--- config.mk ---
export PLATFORM = sky130hd
export DESIGN_NAME = chario_port
export DESIGN_NICKNAME = d
export VERILOG_FILES = /design/src/rtl/chario_pkg.sv /design/src/rtl/chario_decode.sv /design/src/rtl/chario_rx.sv /design/src/rtl/chario_tx.sv /design/src/rtl/chario_irq.sv /design/src/rtl/chario_port.sv
export SDC_FILE = /design/constraint.sdc
export NUM_CORES = 1
export LEC_CHECK = 0
export BUFFER_PORTS_ARGS = -buffer_cell sky130_fd_sc_hd__clkbuf_2
export CORE_UTILIZATION = 45
export CTS_CLUSTER_SIZE = 10
export DETAILED_ROUTE_END_ITERATION = 8
export GPL_TIMING_DRIVEN = 0
export PLACE_DENSITY = 0.75
export SYNTH_ARGS = -nofsm -noshare
export SYNTH_HDL_FRONTEND = slang
export SYNTH_SLANG_ARGS = --single-unit
--- constraint.sdc ---
create_clock -name clk -period 2.53 [get_ports clk]
set_input_delay 0.6325 -clock clk [delete_from_list [all_inputs] [get_ports clk]]
set_output_delay 0.6325 -clock clk [all_outputs]
set_load 0.005 [all_outputs]
--- src/rtl/chario_pkg.sv ---
package chario_pkg;

    localparam int BYTE_W = 8;

    // register selected by the two low word-address bits
    typedef enum logic [1:0] {
        SEL_RXB  = 2'd0,
        SEL_TXB  = 2'd1,
        SEL_FLAG = 2'd2,
        SEL_CTRL = 2'd3
    } reg_sel_e;

    // flag register layout, msb first
    typedef struct packed {
        logic [3:0] spare;
        logic       overrun;   // bit 3
        logic       irq_seen;  // bit 2
        logic       tx_ready;  // bit 1
        logic       rx_ready;  // bit 0
    } flags_t;

    localparam int CTRL_IE_BIT = 2;

    // decoded bus strobes
    typedef struct packed {
        logic rd_rxb;
        logic rd_flag;
        logic wr_txb;
        logic wr_ctrl;
    } bus_strb_t;

    function automatic logic [BYTE_W-1:0] read_mux(
        input logic              hit,
        input logic              rd,
        input reg_sel_e          sel,
        input logic [BYTE_W-1:0] rxb,
        input logic [BYTE_W-1:0] txb,
        input flags_t            flg,
        input logic [BYTE_W-1:0] ctl
    );
        logic [BYTE_W-1:0] v;
        unique case (sel)
            SEL_RXB:  v = rxb;
            SEL_TXB:  v = txb;
            SEL_FLAG: v = flg;
            default:  v = ctl;
        endcase
        return (hit && rd) ? v : '0;
    endfunction

endpackage

--- src/rtl/chario_decode.sv ---
module chario_decode
    import chario_pkg::*;
#(
    parameter int                ADDR_W    = 16,
    parameter logic [ADDR_W-1:0] BASE_ADDR = 16'h0040
) (
    input  logic [ADDR_W-1:0] addr,
    input  logic              rd,
    input  logic              wr,
    output logic              hit,
    output reg_sel_e          sel,
    output bus_strb_t         strb
);
    localparam int TAG_W = ADDR_W - 2;
    localparam logic [TAG_W-1:0] BASE_TAG = BASE_ADDR[ADDR_W-1:2];

    always_comb begin
        hit          = (addr[ADDR_W-1:2] == BASE_TAG);
        sel          = reg_sel_e'(addr[1:0]);
        strb.rd_rxb  = hit && rd && (sel == SEL_RXB);
        strb.rd_flag = hit && rd && (sel == SEL_FLAG);
        strb.wr_txb  = hit && wr && (sel == SEL_TXB);
        strb.wr_ctrl = hit && wr && (sel == SEL_CTRL);
    end
endmodule

--- src/rtl/chario_rx.sv ---
module chario_rx
    import chario_pkg::*;
(
    input  logic              clk,
    input  logic              rst,
    input  logic              stb,
    input  logic [BYTE_W-1:0] byte_in,
    input  logic              rd_rxb,
    input  logic              rd_flag,
    output logic [BYTE_W-1:0] rxb,
    output logic              rx_ready,
    output logic              overrun
);
    logic lost;
    assign lost = stb && rx_ready && !rd_rxb;

    always_ff @(posedge clk) begin
        if (rst) begin
            rxb      <= '0;
            rx_ready <= 1'b0;
            overrun  <= 1'b0;
        end else begin
            if (stb) begin
                rxb      <= byte_in;
                rx_ready <= 1'b1;
            end else if (rd_rxb) begin
                rx_ready <= 1'b0;
            end
            if (lost)         overrun <= 1'b1;
            else if (rd_flag) overrun <= 1'b0;
        end
    end

    assert_rd_consumes_R4: assert property (@(posedge clk) disable iff (rst)
        (rd_rxb && !stb) |=> !rx_ready);
    assert_strobe_sets_R3: assert property (@(posedge clk) disable iff (rst)
        stb |=> (rx_ready && rxb == $past(byte_in)));
    assert_overrun_sticky_R5: assert property (@(posedge clk) disable iff (rst)
        (overrun && !rd_flag) |=> overrun);
    assert_overrun_set_R5: assert property (@(posedge clk) disable iff (rst)
        (stb && rx_ready && !rd_rxb) |=> overrun);
endmodule

--- src/rtl/chario_tx.sv ---
module chario_tx
    import chario_pkg::*;
(
    input  logic              clk,
    input  logic              rst,
    input  logic              wr_txb,
    input  logic [BYTE_W-1:0] wdata,
    input  logic              done,
    output logic [BYTE_W-1:0] txb,
    output logic              tx_ready,
    output logic              load
);
    always_ff @(posedge clk) begin
        if (rst) begin
            txb      <= '0;
            tx_ready <= 1'b1;
            load     <= 1'b0;
        end else begin
            load <= wr_txb;
            if (wr_txb) begin
                txb      <= wdata;
                tx_ready <= 1'b0;
            end else if (done) begin
                tx_ready <= 1'b1;
            end
        end
    end

    assert_write_hands_off_R6: assert property (@(posedge clk) disable iff (rst)
        wr_txb |=> (load && !tx_ready && txb == $past(wdata)));
    assert_load_single_R6: assert property (@(posedge clk) disable iff (rst)
        load |=> !load || $past(wr_txb));
    assert_done_rearms_R7: assert property (@(posedge clk) disable iff (rst)
        (done && !wr_txb) |=> tx_ready);
endmodule

--- src/rtl/chario_irq.sv ---
module chario_irq
    import chario_pkg::*;
(
    input  logic              clk,
    input  logic              rst,
    input  logic              wr_ctrl,
    input  logic [BYTE_W-1:0] wdata,
    input  logic              rx_ready,
    input  logic              tx_ready,
    input  logic              overrun,
    output logic [BYTE_W-1:0] ctrl,
    output flags_t            flags,
    output logic              irq
);
    always_ff @(posedge clk) begin
        if (rst)          ctrl <= '0;
        else if (wr_ctrl) ctrl <= wdata;
    end

    always_comb begin
        irq            = ctrl[CTRL_IE_BIT] && (rx_ready || tx_ready);
        flags.spare    = '0;
        flags.overrun  = overrun;
        flags.irq_seen = irq;
        flags.tx_ready = tx_ready;
        flags.rx_ready = rx_ready;
    end

    assert_ctrl_holds_R8: assert property (@(posedge clk) disable iff (rst)
        !wr_ctrl |=> $stable(ctrl));
endmodule

--- src/rtl/chario_port.sv ---
module chario_port
    import chario_pkg::*;
#(
    parameter int                ADDR_W    = 16,
    parameter logic [ADDR_W-1:0] BASE_ADDR = 16'h0040
) (
    input  logic              clk,
    input  logic              rst,
    input  logic [ADDR_W-1:0] bus_addr,
    input  logic              bus_rd,
    input  logic              bus_wr,
    input  logic [BYTE_W-1:0] bus_wdata,
    output logic [BYTE_W-1:0] bus_rdata,
    output logic              bus_hit,
    input  logic              kbd_stb,
    input  logic [BYTE_W-1:0] kbd_byte,
    output logic [BYTE_W-1:0] disp_data,
    output logic              disp_load,
    input  logic              disp_done,
    output logic              irq
);
    reg_sel_e          sel;
    bus_strb_t         strb;
    logic [BYTE_W-1:0] rxb;
    logic [BYTE_W-1:0] ctrl;
    logic              rx_ready;
    logic              tx_ready;
    logic              overrun;
    flags_t            flags;

    chario_decode #(.ADDR_W(ADDR_W), .BASE_ADDR(BASE_ADDR)) u_dec (
        .addr(bus_addr), .rd(bus_rd), .wr(bus_wr),
        .hit(bus_hit), .sel(sel), .strb(strb)
    );

    chario_rx u_rx (
        .clk(clk), .rst(rst), .stb(kbd_stb), .byte_in(kbd_byte),
        .rd_rxb(strb.rd_rxb), .rd_flag(strb.rd_flag),
        .rxb(rxb), .rx_ready(rx_ready), .overrun(overrun)
    );

    chario_tx u_tx (
        .clk(clk), .rst(rst), .wr_txb(strb.wr_txb), .wdata(bus_wdata),
        .done(disp_done), .txb(disp_data), .tx_ready(tx_ready),
        .load(disp_load)
    );

    chario_irq u_irq (
        .clk(clk), .rst(rst), .wr_ctrl(strb.wr_ctrl), .wdata(bus_wdata),
        .rx_ready(rx_ready), .tx_ready(tx_ready), .overrun(overrun),
        .ctrl(ctrl), .flags(flags), .irq(irq)
    );

    assign bus_rdata = read_mux(bus_hit, bus_rd, sel, rxb, disp_data, flags, ctrl);

    assert_miss_no_write_R1: assert property (@(posedge clk) disable iff (rst)
        (bus_wr && !bus_hit && !kbd_stb && !disp_done && !$past(bus_wr))
        |=> ($stable(ctrl) && $stable(disp_data) && $stable(rxb)));
    assert_reset_state_R2: assert property (@(posedge clk) disable iff (rst)
        $past(rst) |-> (tx_ready && !rx_ready && !overrun && !disp_load));
    assert_irq_gated_R10: assert property (@(posedge clk) disable iff (rst)
        (!ctrl[CTRL_IE_BIT]) |-> !irq);
    assert_irq_follows_R9: assert property (@(posedge clk) disable iff (rst)
        (ctrl[CTRL_IE_BIT] && disp_load) |-> (irq == rx_ready));
    assert_no_rd_wr_R1: assert property (@(posedge clk) disable iff (rst)
        !(bus_rd && bus_wr));
endmodule

Word-level counts from Yosys, hierarchy flattened

Index checks and enable logic that the tools add are counted.

Flip-flop bits (word level): 28
Bits of input ports: 38
Output and inout bits: 19

Equality and inequality tests: 4
Multiplexer cells: 8
Reduce and logical (&&, ||, !) cells: 15

Operator list:

| operator                                              | number |
|---|---|
| case mux 8 bit (3 select lines)                       | 1 |
| equality test 14 x 5 -> 1 bit (second input constant) | 1 |
| logical AND 1 bit                                     | 9 |
| two-way mux 8 bit                                     | 1 |
| two-way mux 1 bit                                     | 6 |
| nonzero test 2 bit                                    | 3 |
| equality test 2 bit (second input constant)           | 2 |
| equality test 2 x 1 -> 1 bit (second input constant)  | 1 |
| logical NOT 2 bit                                     | 1 |
| logical NOT 1 bit                                     | 1 |
| logical OR 1 bit                                      | 1 |

Depth between registers and ports, before layout

Gate-level depths: netlist (run 1).

Word-level depth: 6
Mapped depth: 6

Modules after synthesis

A second synthesis (run 1) with hierarchy kept.

Cells, all modules: 143
Area total of the unflattened synthesis: 1,445.1 um^2

By module, submodules not included:

| module        | instances | cells an instance | area an instance (um^2) | seq. area each (um^2) |
|---|---|---|---|---|
| chario_rx     | 1         | 33                | 362.8                   | 200.2 |
| chario_irq    | 1         | 36                | 356.6                   | 160.2 |
| chario_tx     | 1         | 31                | 344.1                   | 200.2 |
| chario_port   | 1         | 28                | 254.0                   | 0.0 |
| chario_decode | 1         | 15                | 127.6                   | 0.0 |

Least setup slack after synthesis (run 1)

No wires, ideal clock.

Path type: input to output
From: in bus_addr[8]
To: out bus_rdata[2]
Data arrival time: 1,457 ps
Required time: 1,898 ps
Path slack: 440 ps
Cell stages on the path: 4
Cell sequence: nor4b_4 > nand4_1 > clkbuf_1 > a21oi_1

Word-level cells in the longest chain between the ends: 3

RTL lines:

| item                          | line                | text |
|---|---|---|
| from (decl)                   | chario_port.sv:9    | `input logic [ADDR_W-1:0] bus_addr,` |
| equality test 14 x 5 -> 1 bit | chario_decode.sv:18 | `hit = (addr[ADDR_W-1:2] == BASE_TAG);` |
| logical AND 1 bit             | chario_pkg.sv:48    | `return (hit && rd) ? v : '0;` |
| two-way mux 8 bit             | chario_pkg.sv:48    |  |
| to (decl)                     | chario_port.sv:13   | `output logic [BYTE_W-1:0] bus_rdata,` |

Every way passes these cells.

Final worst setup path (run 1)

From: in bus_addr[1]
To: out bus_rdata[3]

Word-level cells in the longest chain between the ends: 3
Elaborated cells on any way between the ends: 5
Those cells by class: eq/ne (2); mux (2); reduce/logical (1)

RTL lines:

| item                                              | line             | text |
|---|---|---|
| equality test 2 bit, or another cell as far along | chario_pkg.sv:42 | `unique case (sel)` |
| case mux 8 bit (3 select lines) *                 | chario_pkg.sv:42 |  |
| two-way mux 8 bit *                               | chario_pkg.sv:48 |  |

Every way passes the cells marked *; elsewhere a longest branch is shown, timed or not.

==> results of run 1 <==
## critical path, cell delays in order
cell and delay, ns:
clkbuf_2 0.13, clkbuf_1 0.41, mux4_2 0.37, nor2b_1 0.14
clkbuf_2 0.11
## routing by layer
metal	GRT usage (%)	wire length, um	up-vias
li1	-	-	690
met1	31.7	1630	653
met2	39.2	1770	71
met3	4.02	293	2
met4	5.10	17	0
met5	0	0	-
## cell type report
| type | instances | area (sq um) | share of cell area, % |
|---|---|---|---|
| repair buffers | 54 | 270 | 15.5 |
| plain buffers | 13 | 63.8 | 3.66 |
| flip-flops and latches | 28 | 561 | 32.1 |
| well taps | 31 | 38.8 | 2.22 |
| multi-input cells | 112 | 767 | 43.9 |
| clock buffers | 4 | 36.3 | 2.08 |
| inverters | 2 | 8.76 | 0.502 |
## how the worst max path moves through the flow
| stage | slack [ns] | start | depth (start not counted) | end |
|---|---|---|---|---|
| 2_1_floorplan | 0.44 | bus_addr[8] | 4 | bus_rdata[2] |
| 3_3_place_gp | 0.04 | bus_addr[8] | 6 | bus_rdata[2] |
| 3_5_place_dp | 0.04 | bus_addr[13] | 6 | bus_rdata[2] |
| 4_1_cts | 0.04 | bus_addr[13] | 6 | bus_rdata[2] |
| 5_1_grt | 0.03 | bus_addr[1] | 5 | bus_rdata[3] |
| 6_report | 0.10 | bus_addr[1] | 5 | bus_rdata[3] |
## synthesized netlist by cell type (all sizes together)
library cell / instances / area, sq um
a21oi: 22 / 110
nor4b: 1 / 23.8
inv: 1 / 3.75
o311ai: 1 / 8.76
nor4: 5 / 61.3
nand2: 3 / 11.3
o21ai: 16 / 80.1
nand2b: 1 / 6.26
nor3: 2 / 10.0
clkbuf: 6 / 22.5
and2: 1 / 6.26
a2111oi: 1 / 8.76
nor2b: 4 / 25.0
mux2: 1 / 11.3
o22ai: 1 / 6.26
mux4: 3 / 67.6
buf: 7 / 40.0
dfxtp: 28 / 561
nor3b: 1 / 7.51
o21a: 1 / 7.51
nor2: 18 / 67.6
nand4: 18 / 128
clkinv: 1 / 5.00
mux2i: 12 / 120
## cell families (layout without fill, tap and decap cells)
family	after synthesis	count (layout)	share of synthesized area [%]
AOI/OAI and AO/OA	42	42	15.8
buffers and inverters	15	73	5.10
DFF	28	28	40.1
muxes	16	16	14.2
and+or+nand+nor	54	54	24.8
## stage by stage
step / total power, mW / area, sq um / hold WS, ns / util (%) / setup slack, ns
3_5_place_dp: 0.571 / 1710 / 0.472 / 59.9 / 0.0363
4_1_cts: 0.786 / 1740 / 0.491 / 61.1 / 0.0407
5_1_grt: 0.816 / 1750 / 0.509 / 61.2 / 0.0262
2_1_floorplan: 0.520 / 1400 / 0.446 / - / 0.440
3_3_place_gp: 0.566 / 1710 / 0.461 / 59.9 / 0.0431
6_report: 0.784 / 1750 / 0.491 / 61.2 / 0.101
## registers in the layout (all words and copies together) (netlist names)
register       cells
u_tx.txb           8
u_tx.load          1
u_tx.tx_ready      1
u_rx.rxb           8
u_irq.ctrl         8
u_rx.overrun       1
u_rx.rx_ready      1
## where the power goes
part | switching (mW) | total [mW] | internal [mW]
sequential | 0.00756 | 0.458 | 0.451
combinational | 0.0567 | 0.104 | 0.0470
clock | 0.134 | 0.222 | 0.0883
==> results.md, run 1 <==
- Max-cap violation count: 0
- Core area: 2850 sq um
- Ys Warns: 0
- Synth Area per Inst: 9.02 sq um
- Global-route wire length before repair: 5910 um
- Worst Hold Class: flip-flop to flip-flop
- Syn Std Cell Area: 1400 sq um
- Crit Path Category: primary input to primary output
- Final min period: 2.43 ns
- TritonRoute pass-1 iters: 6
- Total grt overflow: 0
- TNS Setup: 0 ns
- Worst-path clk slew: 0.15 ns
- Gr usage total: 23.3%
- Die width: 57.8 um
- Layout cells sized above 1: 34.7%
- CP Max Fanout: 10
- Syn-to-layout area delta: 24.8%
- Wire per inst: 15.2 um
- Post-CTS sizing: 0
- Setup Skew: 0.0000411 ns
- Initial DRC count: 49
- Sequential area share after synthesis: 40.1%
- Die Span Y: 57.8 um
- Synth cell types: 29
- Leak: 0.736 nW
- Status: finished with violations
- Worst setup EP type: primary output
- Arr. time, crit path: 1.80 ns
- CTS buffer count: 3
- Hold_sp: u_irq.ctrl[4]$_SDFFE_PP0P_
- Via count: 1,416
- Hold depth: 2
- Die area: 3340 sq um
- Endpoint, Worst Hold: u_irq.ctrl[4]$_SDFFE_PP0P_
- Antenna fix cells: 0
- Fill cell total of the finished layout: 266
- Slew Viols, Final: 0
- FF-to-FF setup slack: 1.45 ns
- Buffers on Ports: 54
- Type of origin of the critical path: primary input
- Violated checks: DRC
- Cells after DPL: 240
- Peak VDD IR: 0.326 mV
- Clock Sink Count: 28
- I/O pin total: 57
- Slew margin rel.: 67.2%
- Most frequent cells in the layout: clkbuf_2, dfxtp_1, a21oi_1, nor2_1, nand4_1
- Commonest non-fill, non-tap cell in the layout: clkbuf_2
- Clock root cell: clkbuf_4
- Max clock buf depth: 2
- Crit path required time: 1.90 ns
- Post-DRT Antenna Nets: 0
- WL final: 3720 um
- GP Congestion: 0.824
- Worst Tran Pin Value: 0.493 ns
- Fin. Hold Viols: 0
- Vias in the first global route: 1,311
- Syn Inst Count: 155
- Row cnt: 19
- Reg2reg end: u_rx.overrun$_SDFFE_PP0P_
- Syn nets: 193
- Worst skew pair latency: 0.33 ns
- Final period utilization: 96.0%
- CTS tree: done
- Reg2reg path depth: 2
- Final setup fails: 0
- Fmax: 412 MHz
- Largest net degree at the start of global routing: 16
- Post-CTS Setup Inserts: 0
- Drt drc: 3
- Hold Buf Count CTS: 0
- Starting density of the core: 49.0%
- Detailed placement HPWL: 2860 um
- Vias per inst: 5.80
- H-tree levels: 1
- Unrepaired setup endpoints after global routing: no
- Final nets: 252
- Initial antenna violation count: 0
- #FFs+latches synth: 28
- Finished Layout Cells: 244
- Power density over the cells: 449 nW/um^2
- Beginning of the worst register-to-register path: u_rx.rx_ready$_SDFFE_PP0P_
Power figures use the tool's default switching activity.
==> inputs of run 2 (changes only) <==
- ABC_AREA: unset -> 1
- PLACE_DENSITY: 0.75 -> 0.73
- SYNTH_HIERARCHICAL: unset -> 1
==> run 2 against run 1 <==
Effect of this change: the run now ends clean; clock-buffer cell count unchanged; global-route usage decreased by 4.6 points; sequential power hardly changed; die area increased by 17%; final cell count rose by 52%; total power rose by 1.6%; first-iteration DRC count is 24% higher; largest cell class unchanged; critical endpoint is now bus_rdata[5]; hold slack got worse by 0.011 ns; cell area increased by 16%; register-to-register slack better by 0.40 ns; synthesized cell count grew 69%; critical path depth rose by 4.
==> results.md, run 2 <==
- Final period utilization: 92.1%
- Row cnt: 21
- Top post-synthesis cells by count: nand2_1, nor2_1, inv_1, dfxtp_1, nand3_1
- Async SR Flop Fraction: 0%
- Buffers on Ports: 55
- Initial DRC count: 61
- Max-cap violation count: 0
- GP Congestion: 0.806
- CP Max Fanout: 8
- Synth cell types: 23
- Cell taking the most area after synthesis: dfxtp_1
- Max clock buf depth: 2
- CTS buffer count: 3
- Ys Warns: 6
- Slew Viols, Final: 0
- Worst setup EP type: primary output
- Clock Sink Count: 28
- I/O pin total: 57
- Peak VDD IR: 0.185 mV
- Die Span Y: 62.5 um
- Synth Area per Inst: 6.28 sq um
- Die width: 62.5 um
- Worst path buffer plus inverter count: 3
- Drt drc: 0
- Layout cells sized above 1: 29.9%
- Sequential area share after synthesis: 34.1%
- Final min period: 2.33 ns
- Slowest CP cell: or2_0
- Clock root cell: clkbuf_4
- Crit path max-delay family: simple AND/OR/NAND/NOR gates
- Post-CTS sizing: 0
- Worst skew pair latency: 0.32 ns
- Crit path largest cell delay: 0.22 ns
- Vias in the first global route: 1,504
- Crit-path cells: clkbuf_2 > or2_0 > nor2_2 > and2_2 > nand2_2 > nor2_1 > nand2_1 > inv_1 > clkbuf_2
- Die area: 3900 sq um
- Total grt overflow: 0
- Fill cell total of the finished layout: 380
- H-tree levels: 1
- Gr usage total: 18.7%
- Leak: 1.10 nW
- Synth area leaders: dfxtp_1, nand2_1, nor2_1
- Largest net degree at the start of global routing: 16
- TNS Setup: 0 ns
- CTS tree: done
- Fmax: 429 MHz
- Post-DRT Antenna Nets: 0
- WL final: 3480 um
- Unrepaired setup endpoints after global routing: no
- Final setup fails: 0
- Setup Skew: 0.00000244 ns
- Syn-to-layout area delta: 23.3%
- Global-route wire length before repair: 6090 um
- Antenna fix cells: 0
- Final nets: 363
- #FFs+latches synth: 28
- Status: finished, final reports clean
- TritonRoute pass-1 iters: 4
- Via count: 1,673
- Initial antenna violation count: 0
- Post-CTS Setup Inserts: 0
- Synth Flop Type: dfxtp_1
- Type of origin of the critical path: primary input
- Starting density of the core: 48.2%
- Detailed placement HPWL: 2880 um
- Core area: 3420 sq um
- Most frequent cells in the layout: nand2_1, nor2_1, clkbuf_2, inv_1, dfxtp_1
- Power density over the cells: 393 nW/um^2
- Worst-path clk slew: 0.14 ns
- CP most frequent cell: clkbuf_2
- Commonest non-fill, non-tap cell in the layout: nand2_1
- Number of enable flip-flop cells after synthesis: 0
- Crit Path Category: primary input to primary output
- Largest regs: u_irq/ctrl x8, u_rx/rxb x8, u_tx/txb x8
- Syn Std Cell Area: 1650 sq um
- Wire per inst: 9.41 um
- Arr. time, crit path: 1.70 ns
- Hold Buf Count CTS: 0
- Synth top area share: 34.1%
- Overall power: 0.797 mW
- Crit path required time: 1.90 ns
- Vias per inst: 4.52
- Fin. Hold Viols: 0
- Syn Inst Count: 262
- Worst Hold Class: flip-flop to flip-flop
- Most common cell in the netlist: nand2_1
-- run 2: cell types whose count changed after synthesis, moves of 9 or more --
cell / delta
a21oi_1: -21
a21oi_2: +9
buf_4: +10
inv_1: +31
mux2i_1: -12
nand2_1: +72
nand3_1: +18
nand4_1: -17
nor2_1: +40
o21ai_0: -11
-- run 2: per-stage QoR --
step	worst slack (ns)	util [%]	area, sq um	instances	hold WS, ns
floorplan	0.402	-	1660	265	0.448
global placement	0.108	58.2	1990	366	0.458
finish	0.199	59.4	2030	370	0.481
global route	0.0288	59.4	2030	370	0.493
CTS	0.0988	59.3	2030	370	0.486
detailed placement	0.103	58.2	1990	366	0.464
-- run 2: cell families after synthesis --
logic type | synth area share, %
compound gates | 8.29
buf+inv | 18.2
flops | 34.1
other cells | 0.228
simple gates | 39.2
-- run 2: metal layers --
layer | track usage, % | vias up | share of wire, %
li1 | - | 899 | -
met1 | 23.0 | 726 | 47
met2 | 33.8 | 46 | 48
met3 | 2.19 | 2 | 4.6
met4 | 5.23 | 0 | 0.69
met5 | 0 | - | 0
-- run 2: layout make-up --
class	instances	area (sq um)	area share [%]
plain buffers	19	161	7.96
clock buffers	4	36.3	1.79
inverters	35	139	6.85
multi-input cells	183	798	39.4
flip-flops and latches	28	561	27.6
well taps	46	57.6	2.84
repair buffers	55	275	13.6
-- run 2: worst reg2reg max path: stages (launching register included) --
cell,delay [ns]
dfxtp_1,0.37
o21ai_0,0.16
nand2_1,0.06
-- run 2: where the power goes --
part / switching (mW) / internal, mW / total [mW]
sequential: 0.00536 / 0.450 / 0.456
combinational: 0.0635 / 0.0581 / 0.122
clock: 0.131 / 0.0882 / 0.219
-- run 2: worst paths after layout --
kind / from / endpoint / slack [ns] / depth (start not counted)
worst max-delay path: bus_addr[3] / bus_rdata[5] / 0.20 / 9
worst min-delay path: u_rx/rxb[5]$_SDFFE_PP0P_ / u_rx/rxb[5]$_SDFFE_PP0P_ / 0.48 / 2
worst max register to register: u_tx/tx_ready$_SDFFE_PP1P_ / u_tx/tx_ready$_SDFFE_PP1P_ / 1.85 / 2
worst min register to register: u_rx/rxb[5]$_SDFFE_PP0P_ / u_rx/rxb[5]$_SDFFE_PP0P_ / 0.48 / 2
==> inputs of run 3 (changes only) <==
- ABC_AREA: 1 -> 0
- PLACE_DENSITY: 0.73 -> 0.75
==> run 3 against run 2 <==
Effect of this change: total power rose by 7.4%; final cell count shrank 32%; global-route usage grew 2.5 points; clock skew barely moved; hold slack gained 0.044 ns; critical path depth shrank 1.
==> results.md, run 3 <==
- Cells after DPL: 245
- Clock root cell: clkbuf_4
- Async SR Flop Fraction: 0%
- Final period utilization: 98.5%
- GP Congestion: 0.751
- Clock Sink Count: 28
- Number of enable flip-flop cells after synthesis: 0
- Synth Flop Type: dfxtp_1
- Most common cell in the netlist: mux2i_1
- Worst skew pair latency: 0.33 ns
- WL final: 3380 um
- Die area: 3440 sq um
- Global-route wire length before repair: 5350 um
- Finished Layout Cells: 251
- Synth Area per Inst: 10.1 sq um
- CTS tree: done
- Arr. time, crit path: 1.86 ns
- Cell taking the most area after synthesis: dfxtp_1
- Final nets: 246
- Synth cell types: 27
- Die Span Y: 58.7 um
- TritonRoute pass-1 iters: 3
- Type of origin of the critical path: primary input
- I/O pin total: 57
- Layout cells sized above 1: 42.0%
- Detailed placement HPWL: 2600 um
- Status: finished, final reports clean
- Post-DRT Antenna Nets: 0
- Vias in the first global route: 1,151
- Fmax: 401 MHz
- Syn Std Cell Area: 1450 sq um
- Fin. Hold Viols: 0
- Peak VDD IR: 0.383 mV
- CP Max Fanout: 8
- Sequential area share after synthesis: 38.8%
- Core area: 3050 sq um
- Power density over the cells: 458 nW/um^2
- Via count: 1,223
- Final min period: 2.49 ns
- Max clock buf depth: 2
- Worst Hold Class: flip-flop to flip-flop
- Synth area leaders: dfxtp_1, mux2i_1, nor2_1
- Syn-to-layout area delta: 29.3%
- Buffers on Ports: 55
- Crit path required time: 1.90 ns
- Most frequent cells in the layout: clkbuf_2, mux2i_1, nor2_1, dfxtp_1, buf_4
- Row cnt: 20
- Total grt overflow: 0
- Crit Path Category: primary input to primary output
- Drt drc: 0
- Max-cap violation count: 0
- Setup Skew: 0.000273 ns
- Unrepaired setup endpoints after global routing: yes
- Top post-synthesis cells by count: mux2i_1, dfxtp_1, nor2_1, buf_4, o22ai_1
- Ys Warns: 6
- #FFs+latches synth: 28
- Die width: 58.7 um
- Initial antenna violation count: 0
- Slew Viols, Final: 0
- Vias per inst: 4.87
- Final setup fails: 0
- Leak: 0.873 nW
- Post-layout util: 61.2%
- Antenna fix cells: 0
- Initial DRC count: 29
- Worst setup EP type: primary output
- CTS buffer count: 3
- Largest net degree at the start of global routing: 17
- Syn Inst Count: 143
- TNS Setup: 0 ns
- Gr usage total: 21.2%
- H-tree levels: 1
- Largest regs: u_irq/ctrl x8, u_rx/rxb x8, u_tx/txb x8
- Worst-path clk slew: 0.14 ns
- Starting density of the core: 47.3%
- Commonest non-fill, non-tap cell in the layout: clkbuf_2
- Synth top area share: 38.8%
- Wire per inst: 13.4 um
- WHS: 0.525 ns
==> run 3: stage by stage <==
stage / power, mW / worst slack (ns) / cell area [sq um]
floorplan: 0.526 / 0.261 / 1460
global placement: 0.567 / -0.158 / 1790
detailed placement: 0.572 / -0.160 / 1790
CTS: 0.859 / 0.0344 / 1860
global route: 0.888 / -0.0346 / 1870
finish: 0.856 / 0.0380 / 1870
==> run 3: area by class of cell <==
type,count,area [sq um]
Buffer,18,154
Clock buffer,3,22.5
Clock inverter,1,30.0
Fill cell,273,1180
Inverter,2,7.51
Multi-Input combinational cell,98,748
Sequential cell,28,561
Tap cell,44,55.1
Timing Repair Buffer,57,290
==> run 3: cell families after synthesis <==
| kind of cell | Yosys count | synth area share, % |
|---|---|---|
| buf+inv | 20 | 11.2 |
| mux | 40 | 27.7 |
| compound gates | 12 | 5.71 |
| other cells | 1 | 0.259 |
| simple gates | 42 | 16.4 |
| flops | 28 | 38.8 |
==> run 3: power breakdown <==
group | internal (mW) | switching (mW)
Clock | 0.160 | 0.131
Combinational | 0.0585 | 0.0477
Sequential | 0.451 | 0.00727
Total | 0.670 | 0.186
==> run 3: what timing repair did <==
item	in CTS	in global routing
endpoints found under the setup margin	8	8
hold buffers	0	0
pin swaps	2	0
gates resized for setup	1	2
buffers inserted	2	0
==> run 3: critical path, cell delays in order <==
cell      delay (ns)
clkbuf_2        0.10
nor4_4          0.27
nand4_2         0.16
inv_2           0.10
nand3b_1        0.07
buf_4           0.17
o22ai_1         0.20
clkbuf_2        0.15
==> run 3: per-layer routing <==
metal / GRT usage [%] / up-vias / wire [um]
li1: - / 618 / -
met1: 24.7 / 570 / 1470
met2: 38.3 / 29 / 1740
met3: 5.27 / 6 / 119
met4: 6.46 / 0 / 48
met5: 0 / - / 0
==> run 3: final timing paths <==
path,start,endpoint,slack (ns),depth (start not counted)
worst max register to register,u_rx/overrun$_SDFFE_PP0P_,u_rx/overrun$_SDFFE_PP0P_,1.68,2
worst min register to register,u_irq/ctrl[7]$_SDFFE_PP0P_,u_irq/ctrl[7]$_SDFFE_PP0P_,0.52,2
worst min-delay path,u_irq/ctrl[7]$_SDFFE_PP0P_,u_irq/ctrl[7]$_SDFFE_PP0P_,0.52,2
worst max-delay path,bus_addr[12],bus_rdata[0],0.04,8
